==> config.mk <==
export PLATFORM = sky130hd
export DESIGN_NAME = trig_sync_ctrl
export DESIGN_NICKNAME = d
export VERILOG_FILES = /design/src/rtl/trig_sync_pkg.sv /design/src/rtl/trig_burst_gen.sv /design/src/rtl/trig_delay_line.sv /design/src/rtl/trig_pend_tracker.sv /design/src/rtl/trig_sync_ctrl.sv
export SDC_FILE = /design/constraint.sdc
export NUM_CORES = 1
export LEC_CHECK = 0
export BUFFER_PORTS_ARGS = -buffer_cell sky130_fd_sc_hd__buf_2
export CORE_MARGIN = 10
export CORE_UTILIZATION = 40
export DETAILED_ROUTE_END_ITERATION = 8
export SETUP_SLACK_MARGIN = 0.05
export SYNTH_ARGS = -nofsm -noshare
export SYNTH_HDL_FRONTEND = slang
export SYNTH_SLANG_ARGS = --single-unit
==> constraint.sdc <==
create_clock -name clk -period 3.8 [get_ports clk]
set_clock_uncertainty 0.2 [all_clocks]
set_input_delay 0.76 -clock clk [delete_from_list [all_inputs] [get_ports clk]]
set_output_delay 0.76 -clock clk [all_outputs]
set_load 0.01 [all_outputs]
==> src/rtl/trig_sync_pkg.sv <==
package trig_sync_pkg;
  localparam int CFG_W      = 4;
  localparam int TNUM_W     = 8;
  localparam int DLY_STAGES = 16;
endpackage

==> src/rtl/trig_burst_gen.sv <==
module trig_burst_gen #(
  parameter int CFG_W = 4
) (
  input  logic             clk,
  input  logic             rst_n,
  input  logic             clr,
  input  logic             start,
  input  logic [CFG_W-1:0] len,
  output logic             busy,
  output logic             pulse
);
  logic [CFG_W-1:0] cnt_q, cnt_d;
  logic [CFG_W-1:0] len_eff;

  assign len_eff = (len == '0) ? CFG_W'(1) : len;

  always_comb begin
    cnt_d = cnt_q;
    if (clr)                cnt_d = '0;
    else if (start)         cnt_d = len_eff;
    else if (cnt_q != '0)   cnt_d = cnt_q - 1'b1;
  end

  always_ff @(posedge clk or negedge rst_n) begin
    if (!rst_n) cnt_q <= '0;
    else        cnt_q <= cnt_d;
  end

  assign busy  = (cnt_q != '0);
  assign pulse = busy;

  // a running burst only counts down unless cleared or restarted
  a_r3_countdown: assert property (@(posedge clk) disable iff (!rst_n)
    (busy && !clr && !start) |=> (cnt_q == $past(cnt_q) - 1'b1));
endmodule

==> src/rtl/trig_delay_line.sv <==
module trig_delay_line #(
  parameter int STAGES = 16,
  parameter int SEL_W  = $clog2(STAGES)
) (
  input  logic             clk,
  input  logic             rst_n,
  input  logic             clr,
  input  logic             din,
  input  logic [SEL_W-1:0] sel,
  output logic             dout
);
  logic [STAGES-1:0] sr_q, sr_d;
  logic [SEL_W-1:0]  tap;

  always_comb begin
    if (clr) sr_d = '0;
    else     sr_d = {sr_q[STAGES-2:0], din};
  end

  always_ff @(posedge clk or negedge rst_n) begin
    if (!rst_n) sr_q <= '0;
    else        sr_q <= sr_d;
  end

  assign tap  = sel - 1'b1;
  assign dout = (sel == '0) ? din : sr_q[tap];
endmodule

==> src/rtl/trig_pend_tracker.sv <==
module trig_pend_tracker #(
  parameter int CNT_W = 4
) (
  input  logic             clk,
  input  logic             rst_n,
  input  logic             clr,
  input  logic             inc,
  input  logic             dec,
  output logic [CNT_W-1:0] cnt
);
  localparam logic [CNT_W-1:0] CNT_MAX = '1;
  logic [CNT_W-1:0] cnt_q, cnt_d;

  always_comb begin
    cnt_d = cnt_q;
    if (clr)                                cnt_d = '0;
    else if (inc && !dec && cnt_q != CNT_MAX) cnt_d = cnt_q + 1'b1;
    else if (dec && !inc && cnt_q != '0)      cnt_d = cnt_q - 1'b1;
  end

  always_ff @(posedge clk or negedge rst_n) begin
    if (!rst_n) cnt_q <= '0;
    else        cnt_q <= cnt_d;
  end

  assign cnt = cnt_q;

  // the count never underflows
  a_r5_no_underflow: assert property (@(posedge clk) disable iff (!rst_n)
    (cnt_q == '0 && dec && !inc) |=> (cnt_q == '0));
  // the count never wraps past its top value
  a_r5_no_overflow: assert property (@(posedge clk) disable iff (!rst_n)
    (cnt_q == CNT_MAX && inc && !clr) |=> (cnt_q == CNT_MAX));
endmodule

==> src/rtl/trig_sync_ctrl.sv <==
module trig_sync_ctrl
  import trig_sync_pkg::*;
#(
  parameter int CW = CFG_W,
  parameter int NW = TNUM_W,
  parameter int DS = DLY_STAGES
) (
  input  logic          clk,
  input  logic          rst_n,
  input  logic          trig_in,
  input  logic          sync_fe_cmd,
  input  logic          sync_all_cmd,
  input  logic          event_done,
  input  logic [CW-1:0] cfg_max_pend,
  input  logic [CW-1:0] cfg_burst_len,
  input  logic [CW-1:0] cfg_delay,
  input  logic          cfg_auto_sync_dis,
  output logic          fe_trig_out,
  output logic          fe_sync_out,
  output logic          pend_push,
  output logic [NW-1:0] pend_num,
  output logic [CW-1:0] pend_cnt,
  output logic [NW-1:0] trig_count
);
  localparam int SEL_W = $clog2(DS);

  logic          any_sync, accept, burst_busy, burst_pulse;
  logic [CW-1:0] max_eff;
  logic          idle, auto_fire;
  logic          idle_q, idle_d;
  logic          sync_q, sync_d;
  logic          push_q, push_d;
  logic [NW-1:0] num_q, num_d;
  logic [NW-1:0] tcnt_q, tcnt_d;

  assign any_sync = sync_fe_cmd | sync_all_cmd;
  assign max_eff  = (cfg_max_pend == '0) ? CW'(1) : cfg_max_pend;
  assign accept   = trig_in && !any_sync && !burst_busy && (pend_cnt < max_eff);

  trig_burst_gen #(.CFG_W(CW)) u_burst (
    .clk(clk), .rst_n(rst_n), .clr(any_sync), .start(accept),
    .len(cfg_burst_len), .busy(burst_busy), .pulse(burst_pulse)
  );

  trig_delay_line #(.STAGES(DS), .SEL_W(SEL_W)) u_delay (
    .clk(clk), .rst_n(rst_n), .clr(any_sync), .din(burst_pulse),
    .sel(SEL_W'(cfg_delay)), .dout(fe_trig_out)
  );

  trig_pend_tracker #(.CNT_W(CW)) u_pend (
    .clk(clk), .rst_n(rst_n), .clr(any_sync), .inc(accept),
    .dec(event_done), .cnt(pend_cnt)
  );

  assign idle      = (pend_cnt == '0);
  assign auto_fire = idle && !idle_q && !cfg_auto_sync_dis;

  always_comb begin
    idle_d = any_sync ? 1'b1 : idle;
    sync_d = any_sync | auto_fire;
    push_d = accept;
    num_d  = accept ? tcnt_q : num_q;
    tcnt_d = tcnt_q;
    if (sync_all_cmd) tcnt_d = '0;
    else if (accept)  tcnt_d = tcnt_q + 1'b1;
  end

  always_ff @(posedge clk or negedge rst_n) begin
    if (!rst_n) begin
      idle_q <= 1'b1;
      sync_q <= 1'b0;
      push_q <= 1'b0;
      num_q  <= '0;
      tcnt_q <= '0;
    end else begin
      idle_q <= idle_d;
      sync_q <= sync_d;
      push_q <= push_d;
      num_q  <= num_d;
      tcnt_q <= tcnt_d;
    end
  end

  assign fe_sync_out = sync_q;
  assign pend_push   = push_q;
  assign pend_num    = num_q;
  assign trig_count  = tcnt_q;

  // an accepted trigger is pushed next cycle with the old counter value
  a_r6_push_num: assert property (@(posedge clk) disable iff (!rst_n)
    accept |=> (pend_push && pend_num == $past(trig_count)));
  // a trigger during a burst is not pushed
  a_r2_refuse_busy: assert property (@(posedge clk) disable iff (!rst_n)
    (trig_in && burst_busy) |=> !pend_push);
  // full resync clears the trigger counter
  a_r8_count_clear: assert property (@(posedge clk) disable iff (!rst_n)
    sync_all_cmd |=> (trig_count == '0));
  // an automatic resync is not repeated on the following cycle
  a_r9_auto_once: assert property (@(posedge clk) disable iff (!rst_n)
    (fe_sync_out && !$past(any_sync)) |=> (!fe_sync_out || $past(any_sync)));
endmodule

=== Yosys cells after proc, flatten, opt, wreduce, memory -nomap -nowiden ===
Index checks and enable logic that the tools add are counted.

* Register bits: 43
* Bits of input ports: 19
* Output and inout bits: 23

* Add/sub/neg operators: 5
* Magnitude comparators: 2
* Equality and inequality tests: 1
* Muxes and demuxes: 15
* Bitwise logic cells: 2
* Reduce and logical (&&, ||, !) cells: 24

{| class="wikitable"
|+ Operators with widths
! kind !! count
|-
| $mux W4 || 8
|-
| $logic_not A4 Y1 || 4
|-
| $mux W16 || 1
|-
| $mux W8 || 2
|-
| $sub A4 B1 Y4 const B || 3
|-
| $logic_and A1 B1 Y1 || 9
|-
| $add A8 B1 Y8 const B || 1
|-
| $reduce_bool A4 Y1 || 2
|-
| $logic_not A1 Y1 || 6
|-
| $reduce_bool A3 Y1 || 2
|-
| $lt A4 B5 Y1 const B || 1
|-
| $add A4 B1 Y4 const B || 1
|-
| $bmux W1 S4 || 1
|-
| $lt A4 B4 Y1 || 1
|-
| $ne A4 B4 Y1 const B || 1
|-
| $mux W1 || 3
|-
| $or A1 B1 Y1 || 2
|-
| $reduce_bool A2 Y1 || 1
|}

=== Longest topological paths before layout ===
Gate-level depths: netlist of the first run.

* Depth after elaboration: 11
* Gate-level depth with buffers: 12

=== Cells and area by module ===
Synthesis of the first run repeated with hierarchy kept, for this count alone.

* Cells, all modules: 202
* Area total of the unflattened synthesis: 2333.5 µm²

{| class="wikitable"
|+ Modules (own cells, without submodules)
! module !! instances !! cells each !! area each (µm²) !! seq. area each (µm²)
|-
| trig_sync_ctrl || 1 || 86 || 984.7 || 476.7
|-
| trig_delay_line || 1 || 54 || 745.7 || 400.4
|-
| trig_pend_tracker || 1 || 32 || 329.1 || 100.1
|-
| trig_burst_gen || 1 || 30 || 274.0 || 100.1
|}

=== Least setup slack after synthesis of the first run ===
OpenSTA, ideal clock, no wires.

* Path kind: input-to-output
* Start point: in cfg_delay[0]
* End point: out fe_trig_out
* Arrival: 2.363 ns
* Data required time: 2.840 ns
* Path slack: 0.477 ns
* Stages: 7
* Buffers on the path: 1
* Cells stage by stage: clkbuf_1 > inv_1 > ha_1 > mux4_2 > mux2_2 > o311ai_0 > o221ai_1

* Cells in the longest elaborated chain, start to end: 4
* Elaborated cells between the ends (all ways): 5
* Those cells by class: 1 x add/sub; 3 x mux; 1 x reduce/logical

{| class="wikitable"
|+ Ends and longest elaborated chain
! what !! RTL line !! source
|-
| start: declaration || trig_sync_ctrl.sv:16 || <nowiki>input logic [CW-1:0] cfg_delay,</nowiki>
|-
| $sub A4 B1 Y4 || trig_delay_line.sv:25 || <nowiki>assign tap = sel - 1'b1;</nowiki>
|-
| $bmux W1 S4 || trig_delay_line.sv:26 || <nowiki>assign dout = (sel == '0) ? din : sr_q[tap];</nowiki>
|-
| $mux W1 (not written as such) || trig_delay_line.sv:26 ||
|-
| $mux W1 * || trig_delay_line.sv:26 ||
|-
| end: declaration || trig_sync_ctrl.sv:18 || <nowiki>output logic fe_trig_out,</nowiki>
|}

Every way passes the cells marked *; elsewhere a longest branch is shown, timed or not. The select of a mux whose other input is x is not followed.

=== Worst setup path in the final report of the first run ===
Same ends and word-level chain as after synthesis.

==> results.tsv, run 1 <==
metric	value	unit
DIE AREA	8850	sq um
met2 wire len	2170	microns
Hold Path Depth	1	
Starting DRT DRC Count	29	
total power per unit cell area	397	nW/um^2
Tmin final	3.35	ns
post-cts hold buffer count	0	
layout cell share with drive strength beyond 1	0.317	
CTS tree	yes	
Max VDD drop	241	uV
# IOs	42	
Worst R2R End	u_pend.cnt[3]	
critical path class	input pin to output port	
Resize count post-CTS	0	
asr flop ratio synth	1.00	
Die X	94.1	microns
Slew headroom	0.385	
Fin. Hold Viols	0	
final antenna-violating net count	0	
Detailed Route WL	4560	microns
Arrival @ worst endpoint	2.39	ns
Reg2Reg Depth	10	
WL met3	321	microns
Crit. End Element	output port	
vias in the first global route	1717	
post-synthesis sequential area ratio	0.491	
Pre-antenna DRT Iters	4	
max_cap viols	0	
crit share post-route	0.882	
CTS buffer count	5	
GPL Wtd Cong	0.802	
Setup WS post-layout	0.448	ns
largest net degree at the start of global routing	44	
Overflow after GRT	0	
global-route wire length before repair	7910	microns
Post-synth EDFFs	0	
FF/Latch Area	1080	sq um
area of the multi-input gates	1030	sq um
drt via density	5.18	
worst slack, placed	0.401	ns
worst skew pair latency	0.30	ns
Hold Path End	u_delay.sr_q[14]	
FF+latch count, synth	43	
Peak Freq	298	MHz
wire length on met1	1970	microns
WP data required	2.84	ns
crit path max fanout	6	
worst-margin pin slew	0.922	ns
Syn Std Cell Area	2190	sq um
fillers	501	
Max Slew Vio Count	0	
hold crit path type	flop to flop	
final setup violating endpoints	0	
Leakage Power	1.28	nW
Initial Util	0.421	
FP Rows	26	
CTS max path bufs	2	
Die Y-Extent	94.1	microns
RSZ-0062 raised after global routing	no	
synthesis warning total	0	
clock sink total	43	
overall power	1.03	mW
Post-Syn Area per Cell	11.0	sq um
status	finished clean	
R2R Path Start	u_pend.cnt[3]	
CP startpoint kind	input pin	
initial antenna violation count	0	
buffers added on ports	41	
Setup Buffers After CTS	0	
CTS HTree Levels	2	
number of cells produced by synthesis	199	
DR WL/cell	14.6	microns
Cell variety after synth	44	
Layout area overhead	18.1	%
Max Used Layer	met4	
nets@finish	271	
internal reg-to-reg setup slack	0.79	ns
total global-route track usage	0.111	
Vias	1622	
Synthesized Nets	228	
hold path start	u_delay.sr_q[13]	
antenna fix cells	0	
DP HPWL	3430	microns
DRC viols	0	
Final TNS setup	0	ns
Clock Pin Slew Worst Setup and Hold Paths	0.07	ns
Main synth FF type	dfrtp_1	
CORE AREA	5200	sq um
Root Buffer	clkbuf_8	
-- critical path: stages --
cell	delay (ns)
buf_2	0.17
inv_1	0.10
ha_1	0.36
mux4_2	0.31
mux2_2	0.27
o311ai_0	0.09
o221ai_1	0.17
buf_2	0.16
-- per-layer routing --
metal	GRT usage	vias to the layer above
li1	-	783
met1	0.127	788
met2	0.178	41
met3	0.0408	10
met4	0.0595	0
met5	0	-
-- synth_stat cells, types with 4 or more instances --
master,count,area [sq um]
nand2_1,12,45.0
nand4_1,5,31.3
mux2_2,9,101
inv_1,12,45.0
mux4_2,4,90.1
xnor2_1,9,78.8
ha_1,9,113
dfrtp_1,42,1050
nor2_1,13,48.8
nor3_1,9,45.0
a21oi_1,10,50.1
clkbuf_1,7,26.3
and2_1,18,113
-- through the flow --
stage | area (sq um) | cells | hold slack, ns | utilization
floorplan | 2190 | 199 | 0.248 | -
global placement | 2470 | 305 | 0.270 | 0.475
detailed placement | 2470 | 305 | 0.264 | 0.475
CTS | 2590 | 313 | 0.287 | 0.498
global route | 2590 | 313 | 0.303 | 0.498
finish | 2590 | 313 | 0.282 | 0.498
-- how the worst max path moves through the flow --
stage                    start             to  cells after the start
2_1_floorplan     cfg_delay[0]    fe_trig_out                      7
3_3_place_gp   cfg_max_pend[3]  u_pend.cnt[3]                     12
3_5_place_dp      cfg_delay[0]    fe_trig_out                      8
4_1_cts           cfg_delay[0]    fe_trig_out                      8
5_1_grt           cfg_delay[0]    fe_trig_out                      8
6_report          cfg_delay[0]    fe_trig_out                      8
-- flip-flops by register name, indices dropped and copies added, names as in the netlist --
name / count
u_delay.sr_q: 16
pend_num: 8
trig_count: 8
u_burst.cnt_q: 4
u_pend.cnt: 4
fe_sync_out: 1
idle_q: 1
pend_push: 1
-- cell type report --
cell class	instances	share of cell area
timing repair buffer	45	0.0908
tap	70	0.0338
clock inverter	2	0.0135
sequential	43	0.416
multi-input combinational	135	0.397
inverter	12	0.0174
clock buffer	6	0.0319
-- power breakdown --
| group | internal [mW] | total [mW] | switching (mW) |
|---|---|---|---|
| logic | 0.0755 | 0.172 | 0.0966 |
| clock network | 0.213 | 0.370 | 0.157 |
| registers | 0.473 | 0.486 | 0.0129 |
| total | 0.761 | 1.03 | 0.267 |
-- logic make-up after synthesis --
family | share of synthesized area
mux | 0.0964
compound gates | 0.0730
buf+inv | 0.0399
flops | 0.491
simple gates | 0.199
fa+ha+maj | 0.0605
xor+xnor | 0.0399
-- placed cells by master (no fill, tap or decap), types with 2 or more instances in the layout --
master    Yosys  layout
or3_1         2       2
inv_1        12      12
or2_2         2       2
a211oi_1      2       2
nor4_1        2       2
dfrtp_1      42      42
a21o_1        2       2
nand2_1      12      12
clkbuf_8      0       6
mux2i_1       2       2
buf_4         0       4
nand3_1       2       2
and2_1       18      18
nand4_1       5       5
xnor2_1       9       9
nor4b_2       2       2
ha_1          9       9
o21ai_0       2       2
mux2_2        9       9
mux4_2        4       4
buf_2         1      41
a21oi_1      10      10
nor2_1       13      13
nor3_1        9       9
Note: power is estimated with default switching activity, not from simulation.
==> inputs of run 2 (changes only) <==
--- a/config.mk
+++ b/config.mk
@@ -9,6 +9,7 @@
 export CORE_MARGIN = 10
 export CORE_UTILIZATION = 40
 export DETAILED_ROUTE_END_ITERATION = 8
+export PLACE_DENSITY_LB_ADDON = 0.1
 export SETUP_SLACK_MARGIN = 0.05
 export SYNTH_ARGS = -nofsm -noshare
 export SYNTH_HDL_FRONTEND = slang
==> results.tsv, run 2 (synthesis gave the netlist of run 1 again) <==
metric	value	unit	change
WP data required	2.84	ns	about the same
DIE AREA	8850	sq um	unchanged
Detailed Route WL	4550	microns	-0.20%
Logic pwr share	0.184		+0.017
placed insts	306		+0.33%
CTS tree	yes		
nets@finish	272		+0.37%
Arrival @ worst endpoint	2.46	ns	+0.07 ns
Initial Util	0.421		unchanged
Max Slew Vio Count	0		unchanged
Resize count post-CTS	0		unchanged
CP startpoint kind	input pin		
CTS buffer count	5		unchanged
GPL Wtd Cong	0.786		-2.1%
DRC viols	0		unchanged
max_cap viols	0		unchanged
# IOs	42		unchanged
FP Rows	26		unchanged
RSZ-0062 raised after global routing	no		
CTS HTree Levels	2		unchanged
Setup WS post-layout	0.380	ns	-0.0680 ns
most frequent cells in the layout	dfrtp_1, buf_2, and2_1, nor2_1		
Biggest register	u_delay.sr_q		
Die Y-Extent	94.1	microns	unchanged
post-cts hold buffer count	0		unchanged
Vias	1560		-3.8%
antenna fix cells	0		unchanged
Pre-antenna DRT Iters	4		unchanged
final setup violating endpoints	0		unchanged
Die X	94.1	microns	unchanged
final antenna-violating net count	0		unchanged
Max VDD drop	224	uV	-7.0%
Setup Buffers After CTS	0		unchanged
Clock Pin Slew Worst Setup and Hold Paths	0.07	ns	about the same
largest net degree at the start of global routing	44		unchanged
Starting DRT DRC Count	34		+17%
worst skew pair latency	0.29	ns	about the same
layout cell share with drive strength beyond 1	0.317		unchanged
critical path class	input pin to output port		
Leakage Power	1.27	nW	-0.69%
vias in the first global route	1574		-8.3%
max reg flops	16		unchanged
crit share post-route	0.900		+0.0179
Layout area overhead	17.1	%	
commonest non-fill, non-tap cell in the layout	dfrtp_1		
CTS max path bufs	2		unchanged
global-route wire length before repair	7780	microns	-1.7%
Post-Layout Cell Count	313		unchanged
drt via density	4.98		-3.8%
Overflow after GRT	0		unchanged
worst-margin pin slew	0.967	ns	+0.0447 ns
total power per unit cell area	371	nW/um^2	-6.4%
switching share of power	0.274		+0.0143
clock sink total	43		unchanged
Hold Slack	0.281	ns	-0.000688 ns
Root Buffer	clkbuf_8		
crit path max fanout	6		unchanged
CORE AREA	5200	sq um	unchanged
worst slack, placed	0.390	ns	-0.0107 ns
initial antenna violation count	0		unchanged
Final TNS setup	0	ns	unchanged
overall power	0.953	mW	-7.2%
total global-route track usage	0.108		-0.00339
DR WL/cell	14.5	microns	-0.20%
Tmin final	3.42	ns	+0.0680 ns
Pint	0.692	mW	-9.0%
Clock power frac	0.306		-0.054
Flop pwr share	0.510		+0.037
switching power	0.261	mW	-2.1%
status	finished clean		
DP HPWL	3390	microns	-0.97%
Crit. End Element	output port		
Fin. Hold Viols	0		unchanged
buffers added on ports	41		unchanged
hold crit path type	flop to flop		
Peak Freq	292	MHz	-2.0%
Slew headroom	0.356		-0.0298
==> run 2: cell type report <==
cell class	instances	area, sq um
Fill cell	517	2640
Multi-Input combinational cell	135	1030
Timing Repair Buffer	46	243
Clock buffer	6	82.6
Sequential cell	43	1080
Inverter	12	45.0
Tap cell	70	87.6
Clock inverter	1	5.00
==> run 2: worst paths after layout <==
kind,startpoint,end,slack [ns],cells after the start
worst max-delay path,cfg_delay[0],fe_trig_out,0.38,8
worst min-delay path,u_delay.sr_q[5],u_delay.sr_q[6],0.28,1
worst max register to register,u_pend.cnt[3],u_pend.cnt[3],0.80,10
worst min register to register,u_delay.sr_q[5],u_delay.sr_q[6],0.28,1
max in group asynchronous,rst_n,u_delay.sr_q[7],2.38,1
min in group asynchronous,rst_n,pend_num[4],0.42,1
==> run 2: metal layers <==
metal | track usage | vias to the layer above | wire length (microns) | part of all wire
li1 | - | 777 | - | -
met1 | 0.146 | 752 | 2270 | 0.50
met2 | 0.158 | 25 | 1980 | 0.43
met3 | 0.0368 | 6 | 246 | 0.054
met4 | 0.0342 | 0 | 56 | 0.012
met5 | 0 | - | 0 | 0
==> run 2: per-stage QoR <==
step           instance area, sq um  utilization
5_1_grt                        2570        0.494
3_3_place_gp                   2480        0.477
2_1_floorplan                  2190            -
6_report                       2570        0.494
4_1_cts                        2570        0.494
3_5_place_dp                   2480        0.477
==> run 2: power groups by stage <==
| stage | clock network, mW | logic, mW | registers, mW |
|---|---|---|---|
| after CTS | 0.303 | 0.180 | 0.486 |
| after global placement | 0 | 0.179 | 0.495 |
| after global routing | 0.320 | 0.197 | 0.490 |
| after floorplan | 0 | 0.111 | 0.496 |
| final | 0.292 | 0.176 | 0.486 |
| after detailed placement | 0 | 0.179 | 0.495 |
==> run 2: worst max-delay path: stages <==
cell	delay, ns
buf_2	0.18
inv_1	0.10
ha_1	0.39
mux4_2	0.33
mux2_2	0.27
o311ai_0	0.09
o221ai_1	0.17
buf_2	0.17
